## src/rtl/shq_pkg.sv

```systemverilog
package shq_pkg;

  // Strobes from the control to the slot datapath for one cycle.
  typedef struct packed {
    logic pop;        // every slot moves one place toward the head
    logic push;       // an entry is written at the write index
    logic overwrite;  // the write reuses the cancelled newest slot
  } shqStrobes_t;

  function automatic int idxWidth(input int depth);
    return (depth > 1) ? $clog2(depth) : 1;
  endfunction

endpackage

```

## src/rtl/shq_ctrl.sv

```systemverilog
module shq_ctrl
  import shq_pkg::*;
#(
  parameter int DEPTH = 4,
  parameter int CNT_W = $clog2(DEPTH + 1),
  parameter int IDX_W = idxWidth(DEPTH)
) (
  input  logic              clk,
  input  logic              rst,
  input  logic              enqValid,
  input  logic              deqReady,
  input  logic              invValid,
  input  logic [DEPTH-1:0]  invMask,
  input  logic              headLive,
  output logic              enqReady,
  output logic              deqValid,
  output shqStrobes_t       strobes,
  output logic [IDX_W-1:0]  wrIdx,
  output logic [DEPTH-1:0]  killMask,
  output logic [CNT_W-1:0]  count
);

  localparam logic [CNT_W-1:0] FULL_CNT = CNT_W'(DEPTH);
  localparam logic [CNT_W-1:0] ONE_CNT  = CNT_W'(1);

  logic [DEPTH-1:0] occMask;
  logic             notEmpty;
  logic             pop;
  logic             push;
  logic             tailKill;
  logic             overwrite;
  logic [CNT_W-1:0] base;
  logic [CNT_W-1:0] countNext;
  logic [IDX_W-1:0] tailIdx;

  // Slots below the occupancy count hold entries.
  for (genvar k = 0; k < DEPTH; k++) begin : g_occ
    assign occMask[k] = (CNT_W'(k) < count);
  end

  always_comb begin
    killMask  = invValid ? (invMask & occMask) : '0;
    notEmpty  = (count != '0);
    deqValid  = notEmpty && headLive;
    // The head leaves on a handshake, when it is already dead, or when cancelled now.
    pop       = notEmpty && (deqReady || !headLive || killMask[0]);
    enqReady  = (count != FULL_CNT) || pop;
    push      = enqValid && enqReady;
    tailIdx   = IDX_W'(count - ONE_CNT);
    tailKill  = notEmpty && killMask[tailIdx];
    // The cancelled newest slot is reused only if it survives this edge's shift.
    overwrite = push && tailKill && ((count > ONE_CNT) || !pop);
    base      = count - CNT_W'(pop);
    wrIdx     = overwrite ? IDX_W'(base - ONE_CNT) : IDX_W'(base);
    countNext = base + CNT_W'(push && !overwrite);
    strobes.pop       = pop;
    strobes.push      = push;
    strobes.overwrite = overwrite;
  end

  always_ff @(posedge clk) begin
    if (rst) count <= '0;
    else     count <= countNext;
  end

  AST_NO_OVERFLOW: assert property (@(posedge clk) disable iff (rst)
    count <= FULL_CNT);

  AST_EMPTY_MASK_IGNORED: assert property (@(posedge clk) disable iff (rst)
    (!notEmpty && !enqValid) |=> (count == '0));

  AST_DEAD_HEAD_DRAINS: assert property (@(posedge clk) disable iff (rst)
    (notEmpty && !headLive && !enqValid) |=> (count == $past(count) - ONE_CNT));

  AST_OVERWRITE_KEEPS_COUNT: assert property (@(posedge clk) disable iff (rst)
    (overwrite && !pop) |=> (count == $past(count)));

endmodule

```

## src/rtl/shq_data.sv

```systemverilog
module shq_data
  import shq_pkg::*;
#(
  parameter int DEPTH = 4,
  parameter int WIDTH = 8,
  parameter int IDX_W = idxWidth(DEPTH)
) (
  input  logic              clk,
  input  logic              rst,
  input  shqStrobes_t       strobes,
  input  logic [IDX_W-1:0]  wrIdx,
  input  logic [DEPTH-1:0]  killMask,
  input  logic [WIDTH-1:0]  enqData,
  output logic              headLive,
  output logic [WIDTH-1:0]  headData,
  output logic [DEPTH-1:0]  liveVec
);

  logic [WIDTH-1:0] slotData [DEPTH];
  logic [DEPTH-1:0] slotLive;
  logic [WIDTH-1:0] srcData  [DEPTH];
  logic [DEPTH-1:0] srcLive;

  for (genvar i = 0; i < DEPTH; i++) begin : g_slot
    // Source of each slot after this edge's shift, with cancels applied.
    if (i < DEPTH - 1) begin : g_mid
      assign srcData[i] = strobes.pop ? slotData[i+1] : slotData[i];
      assign srcLive[i] = strobes.pop ? (slotLive[i+1] && !killMask[i+1])
                                      : (slotLive[i] && !killMask[i]);
    end else begin : g_last
      assign srcData[i] = strobes.pop ? '0 : slotData[i];
      assign srcLive[i] = strobes.pop ? 1'b0 : (slotLive[i] && !killMask[i]);
    end

    always_ff @(posedge clk) begin
      if (rst) begin
        slotData[i] <= '0;
        slotLive[i] <= 1'b0;
      end else if (strobes.push && (wrIdx == IDX_W'(i))) begin
        slotData[i] <= enqData;
        slotLive[i] <= 1'b1;
      end else begin
        slotData[i] <= srcData[i];
        slotLive[i] <= srcLive[i];
      end
    end
  end

  assign headLive = slotLive[0];
  assign headData = slotData[0];
  assign liveVec  = slotLive;

  AST_PUSH_LANDS: assert property (@(posedge clk) disable iff (rst)
    strobes.push |=> (slotLive[$past(wrIdx)] && (slotData[$past(wrIdx)] == $past(enqData))));

  AST_KILL_CLEARS: assert property (@(posedge clk) disable iff (rst)
    (killMask[DEPTH-1] && !strobes.pop && !(strobes.push && (wrIdx == IDX_W'(DEPTH-1))))
      |=> !slotLive[DEPTH-1]);

endmodule

```

## src/rtl/inval_shift_queue.sv

```systemverilog
module inval_shift_queue
  import shq_pkg::*;
#(
  parameter int DEPTH = 4,
  parameter int WIDTH = 8
) (
  input  logic             clk,
  input  logic             rst,
  input  logic             enqValid,
  input  logic [WIDTH-1:0] enqData,
  output logic             enqReady,
  output logic             deqValid,
  output logic [WIDTH-1:0] deqData,
  input  logic             deqReady,
  input  logic             invValid,
  input  logic [DEPTH-1:0] invMask
);

  localparam int CNT_W = $clog2(DEPTH + 1);
  localparam int IDX_W = idxWidth(DEPTH);

  shqStrobes_t      strobes;
  logic [IDX_W-1:0] wrIdx;
  logic [DEPTH-1:0] killMask;
  logic [CNT_W-1:0] count;
  logic             headLive;
  logic [DEPTH-1:0] liveVec;
  logic [DEPTH-1:0] strayLive;

  shq_ctrl #(.DEPTH(DEPTH), .CNT_W(CNT_W), .IDX_W(IDX_W)) u_ctrl (
    .clk      (clk),
    .rst      (rst),
    .enqValid (enqValid),
    .deqReady (deqReady),
    .invValid (invValid),
    .invMask  (invMask),
    .headLive (headLive),
    .enqReady (enqReady),
    .deqValid (deqValid),
    .strobes  (strobes),
    .wrIdx    (wrIdx),
    .killMask (killMask),
    .count    (count)
  );

  shq_data #(.DEPTH(DEPTH), .WIDTH(WIDTH), .IDX_W(IDX_W)) u_data (
    .clk      (clk),
    .rst      (rst),
    .strobes  (strobes),
    .wrIdx    (wrIdx),
    .killMask (killMask),
    .enqData  (enqData),
    .headLive (headLive),
    .headData (deqData),
    .liveVec  (liveVec)
  );

  // Live flags at or above the occupancy count would be stale entries.
  for (genvar k = 0; k < DEPTH; k++) begin : g_stray
    assign strayLive[k] = liveVec[k] && !(CNT_W'(k) < count);
  end

  AST_LIVE_IN_RANGE: assert property (@(posedge clk) disable iff (rst)
    strayLive == '0);

  AST_HOLD_HEAD: assert property (@(posedge clk) disable iff (rst)
    (deqValid && !deqReady && !(invValid && invMask[0])) |=> (deqValid && $stable(deqData)));

  AST_HANDOVER: assert property (@(posedge clk) disable iff (rst)
    (deqValid && deqReady) |-> enqReady);

endmodule

```

## config.mk

```make
export PLATFORM = sky130hd
export DESIGN_NAME = inval_shift_queue
export DESIGN_NICKNAME = d
export VERILOG_FILES = /design/src/rtl/shq_pkg.sv /design/src/rtl/shq_ctrl.sv /design/src/rtl/shq_data.sv /design/src/rtl/inval_shift_queue.sv
export SDC_FILE = /design/constraint.sdc
export NUM_CORES = 1
export LEC_CHECK = 0
export BUFFER_PORTS_ARGS = -buffer_cell sky130_fd_sc_hd__buf_2
export CAP_MARGIN = 15
export CORE_ASPECT_RATIO = 0.9
export CORE_UTILIZATION = 42
export CTS_CLUSTER_SIZE = 14
export DETAILED_ROUTE_END_ITERATION = 10
export GPL_TIMING_DRIVEN = 0
export HOLD_SLACK_MARGIN = 0.15
export MAX_ROUTING_LAYER = met4
export PLACE_DENSITY_LB_ADDON = 0.1
export RECOVER_POWER = 100
export SLEW_MARGIN = 20
export SYNTH_ARGS = -nofsm -noshare
export SYNTH_HDL_FRONTEND = slang
export SYNTH_HIERARCHICAL = 1
export SYNTH_SLANG_ARGS = --single-unit
```

## constraint.sdc

```tcl
create_clock -name clk -period 3 [get_ports clk]
set_clock_uncertainty 0.05 [all_clocks]
set_input_delay 0.6 -clock clk [delete_from_list [all_inputs] [get_ports clk]]
set_output_delay 0.6 -clock clk [all_outputs]
set_load 0.01 [all_outputs]
```

==> out/qor.csv, run 1 <==
stage,metric,value,unit
logic_synthesis,synth_cells,191,
place,io_buffers,25,
setup_path,critPathKind,reg -> reg,
route,drt_iter0_markers,80,
floorplanning,die-width,79.2,um
cells_and_area,stdcell_area,2540,sq um
cells_and_area,instances_no_fill,288,
cells_and_area,final_nets,246,
logic_synthesis,yosysWarnings,6,
setup_path,worst_ep_arrival_time,2.73,ns
clock_network,cts_tree,yes,
timing,rsz0062_at_grt,no,
route,wl_per_cell,12.9,um
cells_and_area,final_cell_mix,"33 x nand2b_1, 32 x edfxtp_1, 24 x mux2i_1",
route,vias_per_cell,4.78,
clock_network,cts-root-buf,clkbuf_8,
timing,worst_slew_pin_slew,0.549,ns
place,dpl_cell_area,2460,sq um
clock_network,cts.clk_slew.worst_paths,0.07,ns
route,drt_wl_total,3710,um
setup_path,cp_data_required_time,2.94,ns
place,dp_hpwl,2950,um
setup_path,start_kind,flip-flop,
place,gp_congestion,0.835,
logic_synthesis,syn_avg_cell_area,11.8,sq um
floorplanning,die-area,5660,sq um
floorplanning,core-area,4980,sq um
logic_synthesis,synth_nets,214,
clock_network,htree_levels,2,
power_and_ir_drop,ir_worst_vdd,0.382,mV
clock_network,clock_latency,0.28,ns
clock_network,numCtsBuffers,5,
timing,min_period,2.79,ns
cells_and_area,n_antenna_cell,0,
timing,hold_violations,0,
timing,finalSetupViolations,0,
route,dr_wl_met2,1540,um
global_route,grt_max_degree,12,
clock_network,clock_path_buffers,2,
cells_and_area,area_delta_synth_final,12.8,%
setup_path,end_kind,flip-flop,
clock_network,cts_sinks,39,
global_route,grt_antenna_before_repair,0,
timing,maxSlewViolCount,0,
timing,max_slew_margin,63.2,%
flow_run,drv_cap,0,
cells_and_area,final_common_cell,nand2b_1,
cells_and_area,postLayoutCoreUtil,51.0,%
timing,final.period_utilization,93.1,%
timing,fmax,358,MHz
outcome,status,finished clean,
global_route,grt_pass1_vias,1374,
floorplanning,io_pins,27,
logic_synthesis,netlist_area,2250,sq um
route,wl_met3,187,um
route,vias,1378,
power_and_ir_drop,power.leakage,1.10,nW
route,remaining_drc_errors,0,
route,maxUsedRoutingLayer,met4,
power_and_ir_drop,p_per_area,982,nW/um^2
cells_and_area,layout-drive-gt1-share,22.0,%
route,wl_met1,1950,um
worst_hold_path,hp-class,reg -> reg,
global_route,grt_usage,15.4,%
global_route,grt_pass1_wl,6390,um
floorplanning,die_y,71.5,um
route,drt_first_pass_iters,4,
floorplanning,start_util,45.2,%
global_route,grt_overflow,0,
route,postRouteAntennaNets,0,
floorplanning,rows,24,
setup_path,worstPathMaxFanout,10,
place,dp.cells,281,
timing,whs,0.436,ns
==> metal layers <==
metal	track usage (%)	up-vias
met1	20.9	618
met5	-	-
met3	3.44	5
met4	4.85	0
met2	23.1	31
li1	-	724
==> metrics by stage <==
| stage | setup TNS, ns | total power, mW | worst slack, ns |
|---|---|---|---|
| after floorplan | 0 | 1.92 | 0.231 |
| after global placement | -0.325 | 2.12 | -0.0408 |
| after detailed placement | -1.45 | 2.18 | -0.0781 |
| after CTS | 0 | 2.52 | 0.0754 |
| after global routing | 0 | 2.68 | 0.0474 |
| final | 0 | 2.50 | 0.208 |
==> area by class of cell <==
class	count	area, sq um
sequential	39	1100
clock inverter	2	8.76
timing repair buffer	25	114
multi-input combinational	124	973
inverter	7	26.3
clock buffer	5	68.8
buffer	21	165
tap	65	81.3
fill	454	2440
==> state kept, by name (all words and copies together) (netlist names) <==
register	count
u_data/liveVec	3
u_data/headLive	1
u_data/slotData	32
u_ctrl/count	3
==> report_power, final <==
group          internal, mW  total (mW)  switching [mW]
clock network         0.155       0.319           0.164
registers             0.909       0.986          0.0767
logic                 0.566        1.19           0.625
==> path summary, 6_finish.rpt <==
kind,start,endpoint,slack (ns),depth (start not counted)
worst max register to register,u_ctrl/count[0]$_SDFF_PP0_,u_data/slotData[0][2]$_DFFE_PP_,0.21,11
worst max-delay path,u_ctrl/count[0]$_SDFF_PP0_,u_data/slotData[0][2]$_DFFE_PP_,0.21,11
worst min register to register,u_data/liveVec[3]$_SDFF_PP0_,u_data/liveVec[3]$_SDFF_PP0_,0.44,1
worst min-delay path,u_data/liveVec[3]$_SDFF_PP0_,u_data/liveVec[3]$_SDFF_PP0_,0.44,1
==> repair_timing <==
action,CTS,global route
gates cloned,0,0
setup endpoints to repair,16,24
pin swaps,0,1
hold buffers,0,0
setup buffers,0,0
gates resized for setup,2,4
==> worst max-delay path, cell delays in order, from the launching register on <==
cell and delay (ns):
dfxtp_1 0.36, buf_6 0.13, inv_1 0.07, ha_1 0.22
nand2b_1 0.14, o31ai_1 0.10, a311oi_2 0.38, nand3_1 0.18
xnor2_2 0.21, nor3b_2 0.25, buf_6 0.20, nand2b_4 0.20
No activity file was read; power rests on OpenSTA's default activity.
==> run 2: changes to the inputs <==
- MAX_ROUTING_LAYER: met4 -> not set
==> run 2 against run 1 <==
Against the previous run: final cell count unchanged; critical path type unchanged; non-clock buffer count stayed put; cell area did not move; register-to-register slack about the same; wire length is 0.62% higher; hold slack is essentially flat; worst setup slack lost 0.0058 ns; largest power group unchanged; clock-buffer cell count did not move; clock power hardly changed.
==> out/qor.csv, run 2 (synthesis gave the netlist of run 1 again) <==
stage,metric,value,unit,change
outcome,status,finished clean,,
floorplanning,start_util,45.2,%,unchanged
timing,worst_slew_pin_slew,0.549,ns,-0.000000358 ns
clock_network,cts_tree,yes,,
cells_and_area,stdcell_area,2540,sq um,unchanged
global_route,grt_usage,15.0,%,-0.47 points
floorplanning,io_pins,27,,unchanged
clock_network,cts_sinks,39,,unchanged
setup_path,worst_ep_arrival_time,2.74,ns,about the same
clock_network,clock_latency,0.28,ns,about the same
global_route,grt_antenna_before_repair,0,,unchanged
worst_hold_path,min_path_cells,1,,unchanged
timing,rsz0062_at_grt,no,,
setup_path,max_stage_delay,0.38,ns,about the same
timing,final.period_utilization,93.3,%,+0.19 points
setup_path,cp_common_cell,buf_6,,
route,vias,1385,,+0.51%
route,drt_iter0_markers,75,,-6.3%
timing,max_slew_margin,63.2,%,about the same
floorplanning,rows,24,,unchanged
setup_path,reg2regPathDepth,11,,unchanged
timing,fin_tns_setup,0,ns,unchanged
worst_hold_path,min_from,u_data/liveVec[3]$_SDFF_PP0_,,
setup_path,cp_cell_sequence,buf_6 > inv_1 > ha_1 > nand2b_1 > o31ai_1 > a311oi_2 > nand3_1 > xnor2_2 > nor3b_2 > buf_6 > nand2b_4,,
worst_hold_path,min_to,u_data/liveVec[3]$_SDFF_PP0_,,
cells_and_area,multi_input_comb_area,973,sq um,unchanged
cells_and_area,num-fill-cells,454,,unchanged
worst_hold_path,hp-class,reg -> reg,,
place,dp_hpwl,2950,um,unchanged
setup_path,r2r-start,u_ctrl/count[0]$_SDFF_PP0_,,
cells_and_area,final_common_cell,nand2b_1,,
power_and_ir_drop,p_int,1.63,mW,about the same
setup_path,r2r_slack,0.20,ns,about the same
route,postRouteAntennaNets,0,,unchanged
route,vias_per_cell,4.81,,+0.51%
power_and_ir_drop,p_clk_share,12.8,%,about the same
timing,fmax,357,MHz,-0.21%
power_and_ir_drop,power.leakage,1.10,nW,unchanged
setup_path,start_kind,flip-flop,,
route,remaining_drc_errors,0,,unchanged
cells_and_area,largest_reg_flops,32,,unchanged
setup_path,critical_path.startpoint,u_ctrl/count[0]$_SDFF_PP0_,,
route,wl_per_cell,13.0,um,+0.62%
timing,min_period,2.80,ns,+0.00582 ns
cells_and_area,final_nets,246,,unchanged
clock_network,post_cts_buffers,0,,unchanged
power_and_ir_drop,p_per_area,983,nW/um^2,about the same
clock_network,clock_path_buffers,2,,unchanged
clock_network,holdBufCountCts,0,,unchanged
floorplanning,core-area,4980,sq um,unchanged
setup_path,end_kind,flip-flop,,
cells_and_area,postLayoutCoreUtil,51.0,%,unchanged
global_route,grt_max_degree,12,,unchanged
global_route,grt_pass1_wl,6380,um,-0.11%
cells_and_area,final_cell_mix,"33 x nand2b_1, 32 x edfxtp_1, 24 x mux2i_1",,
setup_path,critPathKind,reg -> reg,,
setup_path,r2r_end,u_data/slotData[0][2]$_DFFE_PP_,,
timing,finalSetupViolations,0,,unchanged
setup_path,cpMaxStageDelayCell,a311oi_2,,
setup_path,worst-path-buf-inv,3,,unchanged
cells_and_area,area_delta_synth_final,12.8,%,unchanged
floorplanning,die_y,71.5,um,unchanged
power_and_ir_drop,sw_frac_of_total,34.7,%,about the same
floorplanning,die-width,79.2,um,unchanged
route,drt_first_pass_iters,4,,unchanged
power_and_ir_drop,power_frac_seq,39.5,%,about the same
place,gp_congestion,0.823,,-1.5%
power_and_ir_drop,ir_worst_vdd,0.382,mV,+0.17%
clock_network,cts-root-buf,clkbuf_8,,
floorplanning,die-area,5660,sq um,unchanged
setup_path,path_delay_family,simple AND/OR/NAND/NOR gates,,
cells_and_area,top_register,u_data/slotData,,
place,io_buffers,25,,unchanged
clock_network,numCtsBuffers,5,,unchanged
setup_path,worstPathMaxFanout,10,,unchanged
flow_run,drv_cap,0,,unchanged
clock_network,htree_levels,2,,unchanged
power_and_ir_drop,p_sw,0.867,mW,+0.10%
cells_and_area,n_antenna_cell,0,,unchanged
power_and_ir_drop,combinationalPowerShare,47.7,%,about the same
global_route,grt_pass1_vias,1378,,+0.29%
cells_and_area,layout-drive-gt1-share,22.0,%,unchanged
timing,hold_violations,0,,unchanged
place,dpl_cell_area,2460,sq um,unchanged
timing,maxSlewViolCount,0,,unchanged
route,drt_wl_total,3730,um,+0.62%
setup_path,cp_data_required_time,2.94,ns,about the same
clock_network,cts.clk_slew.worst_paths,0.07,ns,about the same
global_route,grt_overflow,0,,unchanged
cells_and_area,register_area,1100,sq um,unchanged
[run 2: how the worst max path moves through the flow]
| stage | end | slack [ns] | cells after the start |
|---|---|---|---|
| floorplan | u_data/slotData[0][0]$_DFFE_PP_ | 0.23 | 11 |
| global placement | u_data/slotData[0][4]$_DFFE_PP_ | -0.04 | 11 |
| detailed placement | u_data/slotData[0][4]$_DFFE_PP_ | -0.08 | 11 |
| CTS | u_data/slotData[0][4]$_DFFE_PP_ | 0.08 | 10 |
| global route | u_data/slotData[0][3]$_DFFE_PP_ | 0.05 | 11 |
| finish | u_data/slotData[0][2]$_DFFE_PP_ | 0.20 | 11 |
[run 2: per-stage QoR]
stage                     power, mW  worst slack (ns)  cells  hold slack, ns
after floorplan                1.92             0.231    191           0.399
after global placement         2.12           -0.0408    281           0.410
after detailed placement       2.18           -0.0781    281           0.418
after CTS                      2.52            0.0754    288           0.435
after global routing           2.68            0.0473    288           0.468
final                          2.50             0.202    288           0.436
[run 2: metal layers]
layer / part of all wire [%] / global-route usage, %
met5: 0 / 0
met4: 1.1 / 4.85
met3: 4.1 / 3.44
met2: 41 / 23.1
met1: 53 / 20.9
[run 2: what timing repair did]
action                                  4_1_cts  5_1_grt
gates resized for setup                       2        4
pin swaps                                     0        1
gates cloned                                  0        0
hold endpoints to repair                      0        0
endpoints found under the setup margin       16       24
[run 2: cell type report]
class	instances	area share [%]
clock inverter	2	0.345
multi-input combinational	124	38.3
inverter	7	1.03
buffer	21	6.50
tap	65	3.20
clock buffer	5	2.71
timing repair buffer	25	4.48
sequential	39	43.4
[run 2: power groups by stage]
stage	Combinational [mW]	Sequential, mW	Clock (mW)
2_1_floorplan	0.948	0.974	0
3_3_place_gp	1.13	0.986	0
3_5_place_dp	1.18	0.999	0
4_1_cts	1.20	0.987	0.329
5_1_grt	1.32	1.01	0.345
6_report	1.19	0.986	0.319
